### src/rtl/sai_rx_pkg.sv
package sai_rx_pkg;

  localparam int SAMPLE_W = 32;
  localparam int CNT_W    = $clog2(SAMPLE_W + 1);

  typedef enum logic [2:0] {
    FMT_LJ_PAIR  = 3'd0,
    FMT_I2S_PAIR = 3'd1,
    FMT_LJ_32    = 3'd2,
    FMT_I2S_32   = 3'd3,
    FMT_RJ_24    = 3'd4,
    FMT_RJ_20    = 3'd5,
    FMT_RJ_18    = 3'd6,
    FMT_RJ_16    = 3'd7
  } fmt_e;

  // Number of bits kept for one sample in a given format.
  function automatic logic [CNT_W-1:0] fmt_width(input logic [2:0] code);
    case (fmt_e'(code))
      FMT_LJ_PAIR, FMT_I2S_PAIR, FMT_RJ_24: fmt_width = CNT_W'(24);
      FMT_LJ_32, FMT_I2S_32:                fmt_width = CNT_W'(32);
      FMT_RJ_20:                            fmt_width = CNT_W'(20);
      FMT_RJ_18:                            fmt_width = CNT_W'(18);
      default:                              fmt_width = CNT_W'(16);
    endcase
  endfunction

  function automatic logic fmt_is_rj(input logic [2:0] code);
    fmt_is_rj = code[2];
  endfunction

  function automatic logic fmt_is_i2s(input logic [2:0] code);
    fmt_is_i2s = !code[2] && code[0];
  endfunction

endpackage

### src/rtl/sai_rx_sync.sv
module sai_rx_sync #(
  parameter int STAGES = 2
) (
  input  logic clk,
  input  logic rst,
  input  logic bclk_i,
  input  logic wsel_i,
  input  logic sdat_i,
  output logic tick_o,
  output logic wsel_o,
  output logic sdat_o
);

  localparam int LINES = 3;

  logic [LINES-1:0] stage_q [STAGES];
  logic             bclk_last_q;

  for (genvar g = 0; g < STAGES; g++) begin : g_stage
    if (g == 0) begin : g_first
      always_ff @(posedge clk) begin
        if (rst) stage_q[0] <= '0;
        else     stage_q[0] <= {bclk_i, wsel_i, sdat_i};
      end
    end else begin : g_next
      always_ff @(posedge clk) begin
        if (rst) stage_q[g] <= '0;
        else     stage_q[g] <= stage_q[g-1];
      end
    end
  end

  always_ff @(posedge clk) begin
    if (rst) begin
      bclk_last_q <= 1'b0;
      tick_o      <= 1'b0;
      wsel_o      <= 1'b0;
      sdat_o      <= 1'b0;
    end else begin
      bclk_last_q <= stage_q[STAGES-1][2];
      tick_o      <= stage_q[STAGES-1][2] & ~bclk_last_q;
      wsel_o      <= stage_q[STAGES-1][1];
      sdat_o      <= stage_q[STAGES-1][0];
    end
  end

endmodule

### src/rtl/sai_rx_frame.sv
module sai_rx_frame
  import sai_rx_pkg::*;
(
  input  logic                clk,
  input  logic                rst,
  input  logic [2:0]          fmt,
  input  logic                tick,
  input  logic                wsel,
  input  logic                sdat,
  output logic                done_o,
  output logic [SAMPLE_W-1:0] word_o,
  output logic [CNT_W-1:0]    width_o,
  output logic                left_o
);

  logic                wsel_prev_q;
  logic                primed_q;
  logic                synced_q;
  logic                active_q;
  logic                side_q;
  logic [CNT_W-1:0]    cnt_q;
  logic [SAMPLE_W-1:0] shreg_q;

  logic                edge_seen;
  logic [CNT_W-1:0]    need;
  logic [CNT_W-1:0]    cnt_inc;
  logic [SAMPLE_W-1:0] shifted;
  logic [SAMPLE_W-1:0] first_bit;

  always_comb begin
    edge_seen = primed_q && (wsel != wsel_prev_q);
    need      = fmt_width(fmt);
    cnt_inc   = cnt_q + CNT_W'(1);
    shifted   = {shreg_q[SAMPLE_W-2:0], sdat};
    first_bit = {{(SAMPLE_W-1){1'b0}}, sdat};
  end

  always_ff @(posedge clk) begin
    if (rst) begin
      wsel_prev_q <= 1'b0;
      primed_q    <= 1'b0;
      synced_q    <= 1'b0;
      active_q    <= 1'b0;
      side_q      <= 1'b0;
      cnt_q       <= '0;
      shreg_q     <= '0;
      done_o      <= 1'b0;
      word_o      <= '0;
      width_o     <= '0;
      left_o      <= 1'b0;
    end else begin
      done_o <= 1'b0;
      if (tick) begin
        wsel_prev_q <= wsel;
        primed_q    <= 1'b1;
        if (fmt_is_rj(fmt)) begin
          // Right-justified: shift everything, keep the tail at the boundary.
          if (edge_seen) begin
            if (synced_q && cnt_q >= need) begin
              done_o  <= 1'b1;
              word_o  <= shreg_q;
              width_o <= need;
              left_o  <= wsel_prev_q;
            end
            synced_q <= 1'b1;
            shreg_q  <= first_bit;
            cnt_q    <= CNT_W'(1);
          end else begin
            shreg_q <= shifted;
            if (cnt_q != CNT_W'(SAMPLE_W)) cnt_q <= cnt_inc;
          end
        end else if (edge_seen) begin
          if (fmt_is_i2s(fmt)) begin
            // The bit at the boundary may still be the previous sample's LSB.
            if (active_q && cnt_inc == need) begin
              done_o  <= 1'b1;
              word_o  <= shifted;
              width_o <= need;
              left_o  <= side_q;
            end
            active_q <= 1'b1;
            cnt_q    <= '0;
            shreg_q  <= '0;
            side_q   <= ~wsel;
          end else begin
            // Left-justified: the boundary bit is the new MSB; any
            // unfinished capture is dropped.
            active_q <= 1'b1;
            cnt_q    <= CNT_W'(1);
            shreg_q  <= first_bit;
            side_q   <= wsel;
          end
        end else if (active_q) begin
          shreg_q <= shifted;
          cnt_q   <= cnt_inc;
          if (cnt_inc == need) begin
            done_o   <= 1'b1;
            word_o   <= shifted;
            width_o  <= need;
            left_o   <= side_q;
            active_q <= 1'b0;
          end
        end
      end
    end
  end

endmodule

### src/rtl/sai_rx_pack.sv
module sai_rx_pack
  import sai_rx_pkg::*;
(
  input  logic                clk,
  input  logic                rst,
  input  logic                done_i,
  input  logic [SAMPLE_W-1:0] word_i,
  input  logic [CNT_W-1:0]    width_i,
  input  logic                left_i,
  output logic [SAMPLE_W-1:0] data_o,
  output logic                valid_o,
  output logic                left_o
);

  logic [CNT_W-1:0] shamt;

  always_comb shamt = CNT_W'(SAMPLE_W) - width_i;

  always_ff @(posedge clk) begin
    if (rst) begin
      data_o  <= '0;
      valid_o <= 1'b0;
      left_o  <= 1'b0;
    end else begin
      valid_o <= done_i;
      if (done_i) begin
        data_o <= word_i << shamt;
        left_o <= left_i;
      end
    end
  end

endmodule

### src/rtl/sai_rx.sv
module sai_rx
  import sai_rx_pkg::*;
#(
  parameter int SYNC_STAGES = 2
) (
  input  logic                clk,
  input  logic                rst,
  input  logic [2:0]          fmt,
  input  logic                bclk_in,
  input  logic                wsel_in,
  input  logic                sdat_in,
  output logic [SAMPLE_W-1:0] smp_data,
  output logic                smp_valid,
  output logic                smp_left
);

  logic                bit_tick;
  logic                wsel_s;
  logic                sdat_s;
  logic                cap_done;
  logic [SAMPLE_W-1:0] cap_word;
  logic [CNT_W-1:0]    cap_width;
  logic                cap_left;

  sai_rx_sync #(.STAGES(SYNC_STAGES)) u_sync (
    .clk    (clk),
    .rst    (rst),
    .bclk_i (bclk_in),
    .wsel_i (wsel_in),
    .sdat_i (sdat_in),
    .tick_o (bit_tick),
    .wsel_o (wsel_s),
    .sdat_o (sdat_s)
  );

  sai_rx_frame u_frame (
    .clk     (clk),
    .rst     (rst),
    .fmt     (fmt),
    .tick    (bit_tick),
    .wsel    (wsel_s),
    .sdat    (sdat_s),
    .done_o  (cap_done),
    .word_o  (cap_word),
    .width_o (cap_width),
    .left_o  (cap_left)
  );

  sai_rx_pack u_pack (
    .clk     (clk),
    .rst     (rst),
    .done_i  (cap_done),
    .word_i  (cap_word),
    .width_i (cap_width),
    .left_i  (cap_left),
    .data_o  (smp_data),
    .valid_o (smp_valid),
    .left_o  (smp_left)
  );

endmodule

### config.mk
export PLATFORM = sky130hd
export DESIGN_NAME = sai_rx
export DESIGN_NICKNAME = d
export VERILOG_FILES = /design/src/rtl/sai_rx_pkg.sv /design/src/rtl/sai_rx_sync.sv /design/src/rtl/sai_rx_frame.sv /design/src/rtl/sai_rx_pack.sv /design/src/rtl/sai_rx.sv
export SDC_FILE = /design/constraint.sdc
export NUM_CORES = 1
export LEC_CHECK = 0
export BUFFER_PORTS_ARGS = -buffer_cell sky130_fd_sc_hd__buf_2
export CELL_PAD_IN_SITES_DETAIL_PLACEMENT = 2
export CELL_PAD_IN_SITES_GLOBAL_PLACEMENT = 2
export CORE_MARGIN = 2
export CORE_UTILIZATION = 42
export CTS_CLUSTER_DIAMETER = 60
export CTS_CLUSTER_SIZE = 25
export DETAILED_ROUTE_END_ITERATION = 8
export GPL_TIMING_DRIVEN = 0
export PLACE_DENSITY_LB_ADDON = 0.15
export REMOVE_ABC_BUFFERS = 1
export SYNTH_ARGS = -nofsm -noshare
export SYNTH_HDL_FRONTEND = slang
export SYNTH_HIERARCHICAL = 1
export SYNTH_SLANG_ARGS = --single-unit
export TNS_END_PERCENT = 1
### constraint.sdc
create_clock -name clk -period 7.7 [get_ports clk]
set_input_delay 1.54 -clock clk [delete_from_list [all_inputs] [get_ports clk]]
set_output_delay 1.54 -clock clk [all_outputs]
set_load 0.02 [all_outputs]
==> run_summary.xml <==
<?xml version="1.0" encoding="UTF-8"?>
<metrics>
  <group name="global_route">
    <metric name="via_count_of_the_first_global_routing_pass" unit="">6818</metric>
    <metric name="grt_start_max_net_pins" unit="">66</metric>
    <metric name="initial_antenna_violation_count" unit="">0</metric>
    <metric name="grt_util_all_layers" unit="%">26.0</metric>
    <metric name="grt-ovfl-total" unit="">0</metric>
    <metric name="grt_first_pass_wirelength" unit="mm">37.8</metric>
  </group>
  <group name="worst_setup_path">
    <metric name="critPathCaptureType" unit="">register</metric>
    <metric name="critical_path_class" unit="">in -&gt; reg</metric>
    <metric name="worst-path-max-fanout" unit="">47</metric>
    <metric name="regToRegStartpoint" unit="">u_frame/cnt_q[0]</metric>
    <metric name="critPathRequiredTime" unit="ns">8.02</metric>
    <metric name="flop_to_flop_setup_slack" unit="ns">4.19</metric>
    <metric name="timing.rr.end" unit="">u_frame/word_o[21]</metric>
    <metric name="worstRegToRegCells" unit="">10</metric>
    <metric name="startpoint_type" unit="">primary input</metric>
    <metric name="worst-endpoint-arrival" unit="ns">4.96</metric>
  </group>
  <group name="sta">
    <metric name="finalSetupViolCount" unit="">0</metric>
    <metric name="fin_worst_skew" unit="ns">0.0150</metric>
    <metric name="rsz0062_at_grt" unit="">false</metric>
    <metric name="timing.final.hold_violations" unit="">0</metric>
    <metric name="clock_period_minus_final_worst_setup_slack" unit="ns">4.64</metric>
    <metric name="tns" unit="ns">0</metric>
    <metric name="fmax" unit="MHz">215</metric>
    <metric name="post_route_clock_period_utilization" unit="%">60.3</metric>
    <metric name="slew_viol_final" unit="">0</metric>
    <metric name="timing.slew.headroom" unit="%">11.7</metric>
    <metric name="tightestPinTransition" unit="ns">1.31</metric>
  </group>
  <group name="floorplanning">
    <metric name="floorplan.die.width" unit="µm">136</metric>
    <metric name="placement_rows" unit="">48</metric>
    <metric name="overall_die_area" unit="mm²">0.0185</metric>
    <metric name="die_height" unit="µm">136</metric>
    <metric name="core_area" unit="mm²">0.0172</metric>
    <metric name="effective_utilization_at_floorplan" unit="%">42.6</metric>
    <metric name="io_pins" unit="">42</metric>
  </group>
  <group name="clock_network">
    <metric name="cts_buffers" unit="">17</metric>
    <metric name="cts-root-to-sink-buffers" unit="">2</metric>
    <metric name="worst_skew_pair.late_latency" unit="ns">0.43</metric>
    <metric name="ctsHtreeMaxLevel" unit="">4</metric>
    <metric name="post_cts_buffers" unit="">0</metric>
    <metric name="cts_root_buffer" unit="">clkbuf_16</metric>
    <metric name="clkSlewWorstSetupHoldPaths" unit="ns">0.06</metric>
    <metric name="cts.sinks" unit="">126</metric>
    <metric name="holdBufCountCts" unit="">0</metric>
    <metric name="post_cts_resized" unit="">0</metric>
    <metric name="tritoncts" unit="">built</metric>
  </group>
  <group name="synth">
    <metric name="ys_ff_latch" unit="">126</metric>
    <metric name="synth.top_cells.by_area" unit="">dfxtp_1 34%, mux4_2 10%, a21oi_1 6.6%, mux2i_1 6.0%, nand2_1 3.6%</metric>
    <metric name="synth.avg_cell_area" unit="µm²">9.32</metric>
    <metric name="post_synth_instance_area" unit="mm²">0.00732</metric>
    <metric name="yosys_warnings" unit="">6</metric>
    <metric name="synth_top_area_share" unit="%">34.4</metric>
    <metric name="most_common_flop_cell_mapped_by_yosys" unit="">dfxtp_1</metric>
    <metric name="synth_edf_count" unit="">0</metric>
    <metric name="netlist.top_cell.by_area" unit="">dfxtp_1</metric>
    <metric name="seq_area_frac_synth" unit="%">34.4</metric>
    <metric name="number_of_distinct_standard_cells_referenced_by_the_synthesized_netlist" unit="">79</metric>
    <metric name="synth_async_sr_flop_share" unit="%">0</metric>
    <metric name="syn_inst" unit="">786</metric>
  </group>
  <group name="run">
    <metric name="maxCapViolCount" unit="">0</metric>
  </group>
  <group name="placement">
    <metric name="hpwl" unit="mm">14.9</metric>
    <metric name="placer_congestion_estimate" unit="">0.861</metric>
    <metric name="count_of_buffers_inserted_at_the_top_level_ports" unit="">41</metric>
  </group>
  <group name="status">
    <metric name="status" unit="">finished clean</metric>
  </group>
  <group name="finish">
    <metric name="antenna-diode-count" unit="">0</metric>
    <metric name="fin_nets" unit="">785</metric>
    <metric name="final_common_cell" unit="">dfxtp_1</metric>
    <metric name="mostFrequentLayoutCells" unit="">126 x dfxtp_1, 97 x a21oi_1, 69 x nand2_1</metric>
    <metric name="area.growth.synth_to_final" unit="%">11.1</metric>
    <metric name="final_layout_size_suffix_gt1_share" unit="%">19.2</metric>
  </group>
  <group name="power_and_ir_drop">
    <metric name="leakage" unit="nW">2.74</metric>
    <metric name="part_of_the_power_in_combinational_logic" unit="%">5.0</metric>
    <metric name="total_switching_power" unit="mW">0.374</metric>
    <metric name="vdd_drop_max" unit="µV">154</metric>
    <metric name="power_frac_seq" unit="%">40.8</metric>
    <metric name="power_per_cell_area" unit="mW/mm²">197</metric>
    <metric name="finalPower" unit="mW">1.61</metric>
    <metric name="cell_internal_pwr" unit="mW">1.23</metric>
    <metric name="p_sw_share" unit="%">23.3</metric>
    <metric name="power.share.clock" unit="%">54.2</metric>
  </group>
  <group name="worst_hold_path">
    <metric name="min_path_cells" unit="">1</metric>
    <metric name="hp-start" unit="">u_sync/bclk_last_q</metric>
    <metric name="min_path_type" unit="">reg -&gt; reg</metric>
    <metric name="holdPathEnd" unit="">u_sync/tick_o</metric>
  </group>
  <group name="route">
    <metric name="detailedRoute.firstIterationViolations" unit="">379</metric>
    <metric name="uppermost_layer_routed" unit="">met4</metric>
    <metric name="drt-pass1-iter-count" unit="">4</metric>
    <metric name="wl_met3" unit="µm">791</metric>
    <metric name="via_count" unit="">6336</metric>
    <metric name="vias_per_cell" unit="">6.29</metric>
    <metric name="wire_per_inst" unit="µm">23.0</metric>
    <metric name="drt.antenna.violating_nets" unit="">0</metric>
    <metric name="drc_errors" unit="">0</metric>
    <metric name="met1Wirelength" unit="mm">9.96</metric>
    <metric name="met2RoutedLength" unit="mm">11.9</metric>
    <metric name="drt_wl_total" unit="mm">23.2</metric>
  </group>
</metrics>
power by group through the flow:
| stage | clock (mW) | sequential, mW | combinational, mW |
|---|---|---|---|
| final | 0.870 | 0.656 | 0.0804 |
| after detailed placement | 0 | 0.670 | 0.0789 |
| after global placement | 0 | 0.670 | 0.0724 |
| after CTS | 0.885 | 0.656 | 0.0795 |
| after floorplan | 0 | 0.670 | 0.0450 |
| after global routing | 0.917 | 0.656 | 0.0873 |
synthesized netlist by cell type, drive strengths merged (4+ instances only):
library cell / n
a21boi: 10
a21oi: 97
a311oi: 33
a31oi: 8
a32oi: 14
a41oi: 4
and3: 6
buf: 40
clkbuf: 42
dfxtp: 126
ha: 7
inv: 10
mux2: 10
mux2i: 44
mux4: 34
nand2: 71
nand2b: 6
nand3: 50
nor2: 32
nor2b: 15
nor3: 5
nor4: 4
o211ai: 6
o21a: 4
o21ai: 34
o31ai: 8
xor2: 6
cells by family after synthesis:
logic type / synth area share [%]
compound gates: 23.4
xor+xnor: 1.18
fa+ha+maj: 1.20
buf+inv: 6.66
flops: 34.4
mux: 18.1
other cells: 0.0512
simple gates: 15.0
per-stage QoR:
stage / hold slack, ns / utilization (%) / area (µm²) / instances / worst slack, ns
2_1_floorplan: 0.387 / - / 6870 / 704 / 3.08
3_3_place_gp: 0.396 / 42.9 / 7360 / 970 / 1.21
3_5_place_dp: 0.397 / 43.6 / 7490 / 975 / 2.74
4_1_cts: 0.413 / 47.3 / 8120 / 1007 / 3.07
5_1_grt: 0.428 / 47.4 / 8140 / 1008 / 2.81
6_report: 0.411 / 47.4 / 8140 / 1008 / 3.06
sequential cells by signal (all words and copies together), names as in the netlist:
register,cells
u_pack/data_o,32
u_frame/word_o,32
u_frame/primed_q,1
u_pack/valid_o,1
u_frame/side_q,1
u_frame/wsel_prev_q,1
u_frame/active_q,1
u_sync/stage_q,6
u_frame/done_o,1
u_frame/synced_q,1
u_pack/left_o,1
u_frame/left_o,1
u_sync/wsel_o,1
u_frame/cnt_q,6
u_frame/width_o,5
u_sync/tick_o,1
u_sync/sdat_o,1
u_frame/shreg_q,32
u_sync/bclk_last_q,1
area by class of cell:
type | count | area, µm²
tap | 225 | 282
timing repair buffer | 47 | 320
sequential | 126 | 2520
inverter | 10 | 37.5
clock inverter | 13 | 188
fill | 1822 | 9040
clock buffer | 19 | 443
multi-input combinational | 568 | 4350
layer usage:
layer	up-vias	global-route usage (%)
li1	2943	-
met1	3213	32.0
met2	141	45.1
met3	39	4.88
met4	0	9.43
met5	-	0
worst max-delay path, cell delays in order:
cell      delay [ns]
buf_2           0.91
nand3b_1        0.25
ha_1            0.35
a21boi_0        0.24
o21ai_0         0.15
a211o_1         0.31
nand3_2         0.42
buf_12          0.31
a21oi_1         0.13
a311oi_1        0.32
how the worst max path moves through the flow:
stage                 from            endpoint  cells after the start
detailed placement  fmt[2]  u_frame/word_o[28]                     10
finish              fmt[2]  u_frame/word_o[21]                     10
CTS                 fmt[2]  u_frame/word_o[21]                     10
global route        fmt[2]  u_frame/word_o[21]                     10
global placement    fmt[2]    u_frame/cnt_q[0]                      6
floorplan           fmt[2]  u_frame/width_o[1]                      9
(Power assumes the default switching activity.)
